`src/rtl/tcap_pkg.sv`:
```
package tcap_pkg;

    localparam int WORD_W   = 32;
    localparam int FLAG_BIT = 7;
    localparam int IE_BIT   = 6;
    localparam int MODE_LO  = 4;
    localparam int POL_LO   = 2;

    typedef enum logic [1:0] {
        POL_OFF  = 2'b00,
        POL_RISE = 2'b01,
        POL_FALL = 2'b10,
        POL_BOTH = 2'b11
    } pol_e;

    typedef struct packed {
        logic       flag;
        logic       ie;
        logic [1:0] mode;
        pol_e       pol;
        logic       arm;
    } ctrl_s;

endpackage

```
`src/rtl/tcap_edge.sv`:
```
module tcap_edge #(
    parameter int SYNC_STAGES = 2
) (
    input  logic clk_i,
    input  logic rst_ni,
    input  logic pin_i,
    output logic rise_o,
    output logic fall_o
);
    localparam int LAST = SYNC_STAGES - 1;

    typedef struct packed {
        logic [SYNC_STAGES-1:0] chain;
        logic                   prev;
    } edge_s;

    edge_s st_d, st_q;

    always_comb begin
        st_d          = st_q;
        st_d.chain[0] = pin_i;
        for (int i = 1; i < SYNC_STAGES; i++) begin
            st_d.chain[i] = st_q.chain[i-1];
        end
        st_d.prev     = st_q.chain[LAST];
    end

    always_ff @(posedge clk_i or negedge rst_ni) begin
        if (!rst_ni) st_q <= '0;
        else         st_q <= st_d;
    end

    assign rise_o =  st_q.chain[LAST] & ~st_q.prev;
    assign fall_o = ~st_q.chain[LAST] &  st_q.prev;


    edge_onehot_chk: assert property (@(posedge clk_i) disable iff (!rst_ni)
        $onehot0({rise_o, fall_o}));

endmodule

```
`src/rtl/tcap_qual.sv`:
```
module tcap_qual
    import tcap_pkg::*;
(
    input  pol_e pol_i,
    input  logic rise_i,
    input  logic fall_i,
    output logic evt_o
);
    always_comb begin
        unique case (pol_i)
            POL_RISE: evt_o = rise_i;
            POL_FALL: evt_o = fall_i;
            POL_BOTH: evt_o = rise_i | fall_i;
            default:  evt_o = 1'b0;
        endcase
    end
endmodule

```
`src/rtl/tcap_ctrl.sv`:
```
module tcap_ctrl
    import tcap_pkg::*;
(
    input  logic              clk_i,
    input  logic              rst_ni,
    input  logic              rd_i,
    input  logic              wr_i,
    input  logic [WORD_W-1:0] wdata_i,
    input  logic              evt_i,
    output logic [WORD_W-1:0] rdata_o,
    output pol_e              pol_o,
    output logic              irq_o
);
    ctrl_s st_d, st_q;
    logic  clr_req;
    logic  unused_wbits;

    assign unused_wbits = ^{wdata_i[WORD_W-1:FLAG_BIT+1], wdata_i[POL_LO-1:0]};
    assign clr_req      = wr_i & st_q.arm & ~wdata_i[FLAG_BIT];

    always_comb begin
        st_d = st_q;
        if (wr_i) begin
            st_d.ie   = wdata_i[IE_BIT];
            st_d.mode = wdata_i[MODE_LO+1:MODE_LO];
            st_d.pol  = pol_e'(wdata_i[POL_LO+1:POL_LO]);
            st_d.arm  = 1'b0;
            if (clr_req) st_d.flag = 1'b0;
        end else if (rd_i && st_q.flag) begin
            st_d.arm = 1'b1;
        end
        if (evt_i) begin
            st_d.flag = 1'b1;
            st_d.arm  = 1'b0;
        end
    end

    always_ff @(posedge clk_i or negedge rst_ni) begin
        if (!rst_ni) st_q <= '0;
        else         st_q <= st_d;
    end

    always_comb begin
        rdata_o                        = '0;
        rdata_o[FLAG_BIT]              = st_q.flag;
        rdata_o[IE_BIT]                = st_q.ie;
        rdata_o[MODE_LO+1:MODE_LO]     = st_q.mode;
        rdata_o[POL_LO+1:POL_LO]       = st_q.pol;
    end

    assign pol_o = st_q.pol;
    assign irq_o = st_q.flag & st_q.ie;


    no_spur_clear_chk: assert property (@(posedge clk_i) disable iff (!rst_ni)
        $fell(st_q.flag) |-> $past(wr_i && st_q.arm && !wdata_i[FLAG_BIT]));


    arm_implies_flag_chk: assert property (@(posedge clk_i) disable iff (!rst_ni)
        st_q.arm |-> st_q.flag);


    flag_cause_chk: assert property (@(posedge clk_i) disable iff (!rst_ni)
        $rose(st_q.flag) |-> $past(evt_i));

endmodule

```
`src/rtl/tmr_capture_chan.sv`:
```
module tmr_capture_chan
    import tcap_pkg::*;
#(
    parameter int CNT_W       = 16,
    parameter int SYNC_STAGES = 2
) (
    input  logic              clk_i,
    input  logic              rst_ni,
    input  logic              pin_i,
    input  logic [CNT_W-1:0]  cnt_i,
    input  logic              reg_rd_i,
    input  logic              reg_wr_i,
    input  logic [31:0]       reg_wdata_i,
    output logic [31:0]       reg_rdata_o,
    output logic [CNT_W-1:0]  cap_o,
    output logic              irq_o
);
    logic rise, fall, evt;
    pol_e pol;
    logic [CNT_W-1:0] cap_d, cap_q;

    tcap_edge #(.SYNC_STAGES(SYNC_STAGES)) u_edge (
        .clk_i  (clk_i),
        .rst_ni (rst_ni),
        .pin_i  (pin_i),
        .rise_o (rise),
        .fall_o (fall)
    );

    tcap_qual u_qual (
        .pol_i  (pol),
        .rise_i (rise),
        .fall_i (fall),
        .evt_o  (evt)
    );

    tcap_ctrl u_ctrl (
        .clk_i   (clk_i),
        .rst_ni  (rst_ni),
        .rd_i    (reg_rd_i),
        .wr_i    (reg_wr_i),
        .wdata_i (reg_wdata_i),
        .evt_i   (evt),
        .rdata_o (reg_rdata_o),
        .pol_o   (pol),
        .irq_o   (irq_o)
    );

    always_comb begin
        cap_d = cap_q;
        if (evt) cap_d = cnt_i;
    end

    always_ff @(posedge clk_i or negedge rst_ni) begin
        if (!rst_ni) cap_q <= '0;
        else         cap_q <= cap_d;
    end

    assign cap_o = cap_q;


    cap_with_flag_chk: assert property (@(posedge clk_i) disable iff (!rst_ni)
        !$stable(cap_q) |-> reg_rdata_o[FLAG_BIT]);

endmodule

```
`config.mk`:
```
export PLATFORM = sky130hd
export DESIGN_NAME = tmr_capture_chan
export DESIGN_NICKNAME = d
export VERILOG_FILES = /design/src/rtl/tcap_pkg.sv /design/src/rtl/tcap_edge.sv /design/src/rtl/tcap_qual.sv /design/src/rtl/tcap_ctrl.sv /design/src/rtl/tmr_capture_chan.sv
export SDC_FILE = /design/constraint.sdc
export NUM_CORES = 1
export LEC_CHECK = 0
export ABC_AREA = 1
export ABC_CLOCK_PERIOD_IN_PS = 2900
export BUFFER_PORTS_ARGS = -buffer_cell sky130_fd_sc_hd__buf_2
export CORE_UTILIZATION = 40
export CTS_BUF_LIST = sky130_fd_sc_hd__clkbuf_2 sky130_fd_sc_hd__clkbuf_4 sky130_fd_sc_hd__clkbuf_8
export CTS_CLUSTER_SIZE = 40
export DETAILED_ROUTE_END_ITERATION = 8
export PLACE_DENSITY = 0.82
export SLEW_MARGIN = 5
export SYNTH_ARGS = -nofsm -noshare
export SYNTH_HDL_FRONTEND = slang
export SYNTH_SLANG_ARGS = --single-unit
```
`constraint.sdc`:
```
create_clock -name clk_i -period 2.9 [get_ports clk_i]
set_input_delay 0.58 -clock clk_i [delete_from_list [all_inputs] [get_ports clk_i]]
set_output_delay 0.58 -clock clk_i [all_outputs]
set_load 0.01 [all_outputs]
```
==> summary.txt <==
GRT
  • Initial antenna violation count: 0
  • First-pass GRT wire length: 3700 µm
  • Grt ovf: 0
  • Largest net degree at the start of global routing: 27
  • Vias in the first global route: 837
  • Tot GR Track Use: 13.9%

Status
  • Outcome: complete, no violations

Logic synthesis
  • Yosys reg bits: 26
  • Synth Area in Simple Gates: 25.5%
  • Count of cell types in the netlist: 15
  • Synth Instances: 153
  • Synth warn: 0
  • Syn avg cell area: 8.91 µm²
  • Prevailing post-synth register cell: dfrtp_1
  • Cell taking the most area after synthesis: dfrtp_1
  • Ys async rst share: 100%
  • Largest family of logic cells by synthesized area: simple AND/OR/NAND/NOR gates
  • Multiplexer share of the synthesized area: 0%
  • Post-synthesis instance area: 1360 µm²
  • Synth Area in Compound Gates: 1.74%
  • Post-Synth XOR/XNOR Area: 0%
  • Top-area cell type share of the netlist area: 47.8%
  • Seq/Total Area, Yosys: 47.8%
  • Count leader, synth: nand2_1
  • Synth cell count leaders: 37 x nand2_1, 35 x buf_4, 32 x nand3_1
  • Adder-Cell Fraction of Synth Area: 1.84%
  • Synth top area cells: dfrtp_1 48%, buf_4 19%, nand3_1 12%, nand2_1 10%, inv_1 2.2%
  • Number of synthesized flops with an enable pin: 0

Clocking
  • Total clock sinks: 26
  • H-tree Lvls: 1
  • Setup Fix Bufs, Post-CTS: 0
  • CTS clock-pin slew for the worst setup and hold paths: 0.14 ns
  • CTS tree: done
  • Worst skew pair latency: 0.31 ns
  • Root Buffer: clkbuf_4
  • CTS Buf Count: 3
  • Clk buf depth: 2
  • Hold buffers post-CTS: 0
  • Post_cts resized: 0

Worst setup path
  • R2R setup slack: 1.48 ns
  • Delay-heaviest family, CP: flip-flops
  • Path depth of the worst reg2reg path: 6
  • Worst path slowest cell: dfrtp_1
  • Worst flop-to-flop path endpoint: cap_o[9]
  • Reg2reg start: u_edge.st_q[0]
  • Worst path bufs/invs: 2
  • CP Cell Sequence: nand2_1, inv_1, buf_2
  • Worst Setup End Kind: primary output
  • Startpoint type of the worst setup path: register
  • Worst EP arrival: 0.98 ns
  • Max incr delay on CP: 0.44 ns
  • Data required time of the worst path: 2.32 ns
  • Maximum fanout along the worst path: 4
  • WS Path Type: register to primary output

Layout
  • Layout cells sized above 1: 30.8%
  • # nets final: 251
  • Antenna diode count: 0
  • Post-Layout Inst Area: 1520 µm²
  • FILL cells: 316
  • Area Overhead vs Synth: 11.5%

Timing
  • Rel. slew slack: 63.3%
  • Hold Fails Final Rpt: 0
  • Fin crit share: 53.8%
  • Max Slew Vio Count: 0
  • Final TNS setup: 0 ns
  • Setup Skew: 0.00454 ns
  • Max frequency: 641 MHz
  • RSZ-0062 raised after global routing: false
  • Number of setup violations in the final report: 0
  • Worst Tran Pin Value: 0.550 ns
  • Min Hold Slack: 0.231 ns
  • Min Tclk post-route: 1.56 ns

Floorplan
  • Die width: 60.4 µm
  • Core ar.: 3150 µm²
  • Row Count: 20
  • Die area: 3640 µm²
  • Initial Utilization: 43.2%
  • I/O pin count: 102
  • Chip height: 60.4 µm

Power and ir drop
  • Lkg Pwr: 0.878 nW
  • Total Power: 0.000905 W
  • Pwr dens: 596 nW/µm²
  • Max VDD drop: 0.233 mV

Drt
  • Total Routed Length: 2330 µm
  • Vias per cell: 4.26
  • DR iter-0 viols: 32
  • Vias post-DR: 1017
  • DRC: 0
  • DRT Pass-1 Iters: 4
  • Final ANT Viol Nets: 0
  • Drt wl/cell: 9.74 µm

Placed design
  • Port Buffers: 49
  • Hpwl dp: 1750 µm
  • Global placer's final weighted congestion: 0.694
  • Placed Area: 1480 µm²

Worst hold path
  • Worst Hold Class: input port to async pin

Flow run
  • MaxCap Viol Count: 0
## placed cells by master, fill, tap and decap left out
cell type / count
buf_2: 49
nand2_1: 37
nand3_1: 32
conb_1: 26
dfrtp_1: 26
inv_1: 8
o21ai_0: 3
clkbuf_4: 3
inv_2: 2
nand3_2: 2
ha_1: 2
nand3_4: 1
nand2_2: 1
a21oi_2: 1
nor3_1: 1
clkbuf_8: 1
## stage by stage
| step | setup slack, ns | util [%] | cells |
|---|---|---|---|
| final | 1.34 | 48.2 | 239 |
| after global routing | 1.28 | 48.2 | 239 |
| after CTS | 1.33 | 48.2 | 239 |
| after detailed placement | 1.49 | 47.0 | 235 |
| after global placement | 1.51 | 47.0 | 235 |
| after floorplan | 1.64 | - | 178 |
## power breakdown
part | internal [W] | total [W] | switching, W
Sequential | 0.000430 | 0.000467 | 0.0000365
Combinational | 0.000103 | 0.000259 | 0.000156
Clock | 0.0000766 | 0.000179 | 0.000102
Total | 0.000610 | 0.000905 | 0.000294
## metal layers
layer,track usage (%),routed length (µm),vias to the layer above
li1,-,-,513
met1,17.4,1120,457
met2,23.4,1050,45
met3,1.49,129,2
met4,7.97,27,0
met5,0,0,-
## final cells by class
class	instances	area (µm²)	share of cell area [%]
Sequential cell	26	651	42.8
Multi-Input combinational cell	106	494	32.5
Timing Repair Buffer	49	245	16.1
Tap cell	44	55.1	3.62
Inverter	10	37.5	2.47
Clock buffer	4	36.3	2.39
## sequential cells by signal (all words and copies together), names as in the netlist
signal / cells
cap_o: 16
u_ctrl.rdata_o: 4
u_ctrl.pol_o: 2
u_edge.st_d: 2
u_ctrl.st_q: 1
u_edge.st_q: 1
## worst max-delay path by stage
stage / startpoint / cells past startpoint / end / slack (ns)
global route: u_ctrl.rdata_o[7] / 3 / irq_o / 1.28
floorplan: u_edge.st_q[0] / 7 / cap_o[5] / 1.64
finish: u_ctrl.rdata_o[7] / 3 / irq_o / 1.34
detailed placement: u_edge.st_q[0] / 6 / cap_o[9] / 1.49
CTS: u_ctrl.rdata_o[7] / 3 / irq_o / 1.33
global placement: u_edge.st_q[0] / 6 / cap_o[12] / 1.51
## logic make-up (layout without fill, tap and decap cells)
logic type / count (synthesis) / after routing
adders and majority gates: 2 / 2
and+or+nand+nor: 74 / 74
other: 1 / 26
AOI/OAI and AO/OA: 4 / 4
buffers and inverters: 46 / 63
DFF: 26 / 26
Note: power is estimated with default switching activity, not from simulation.
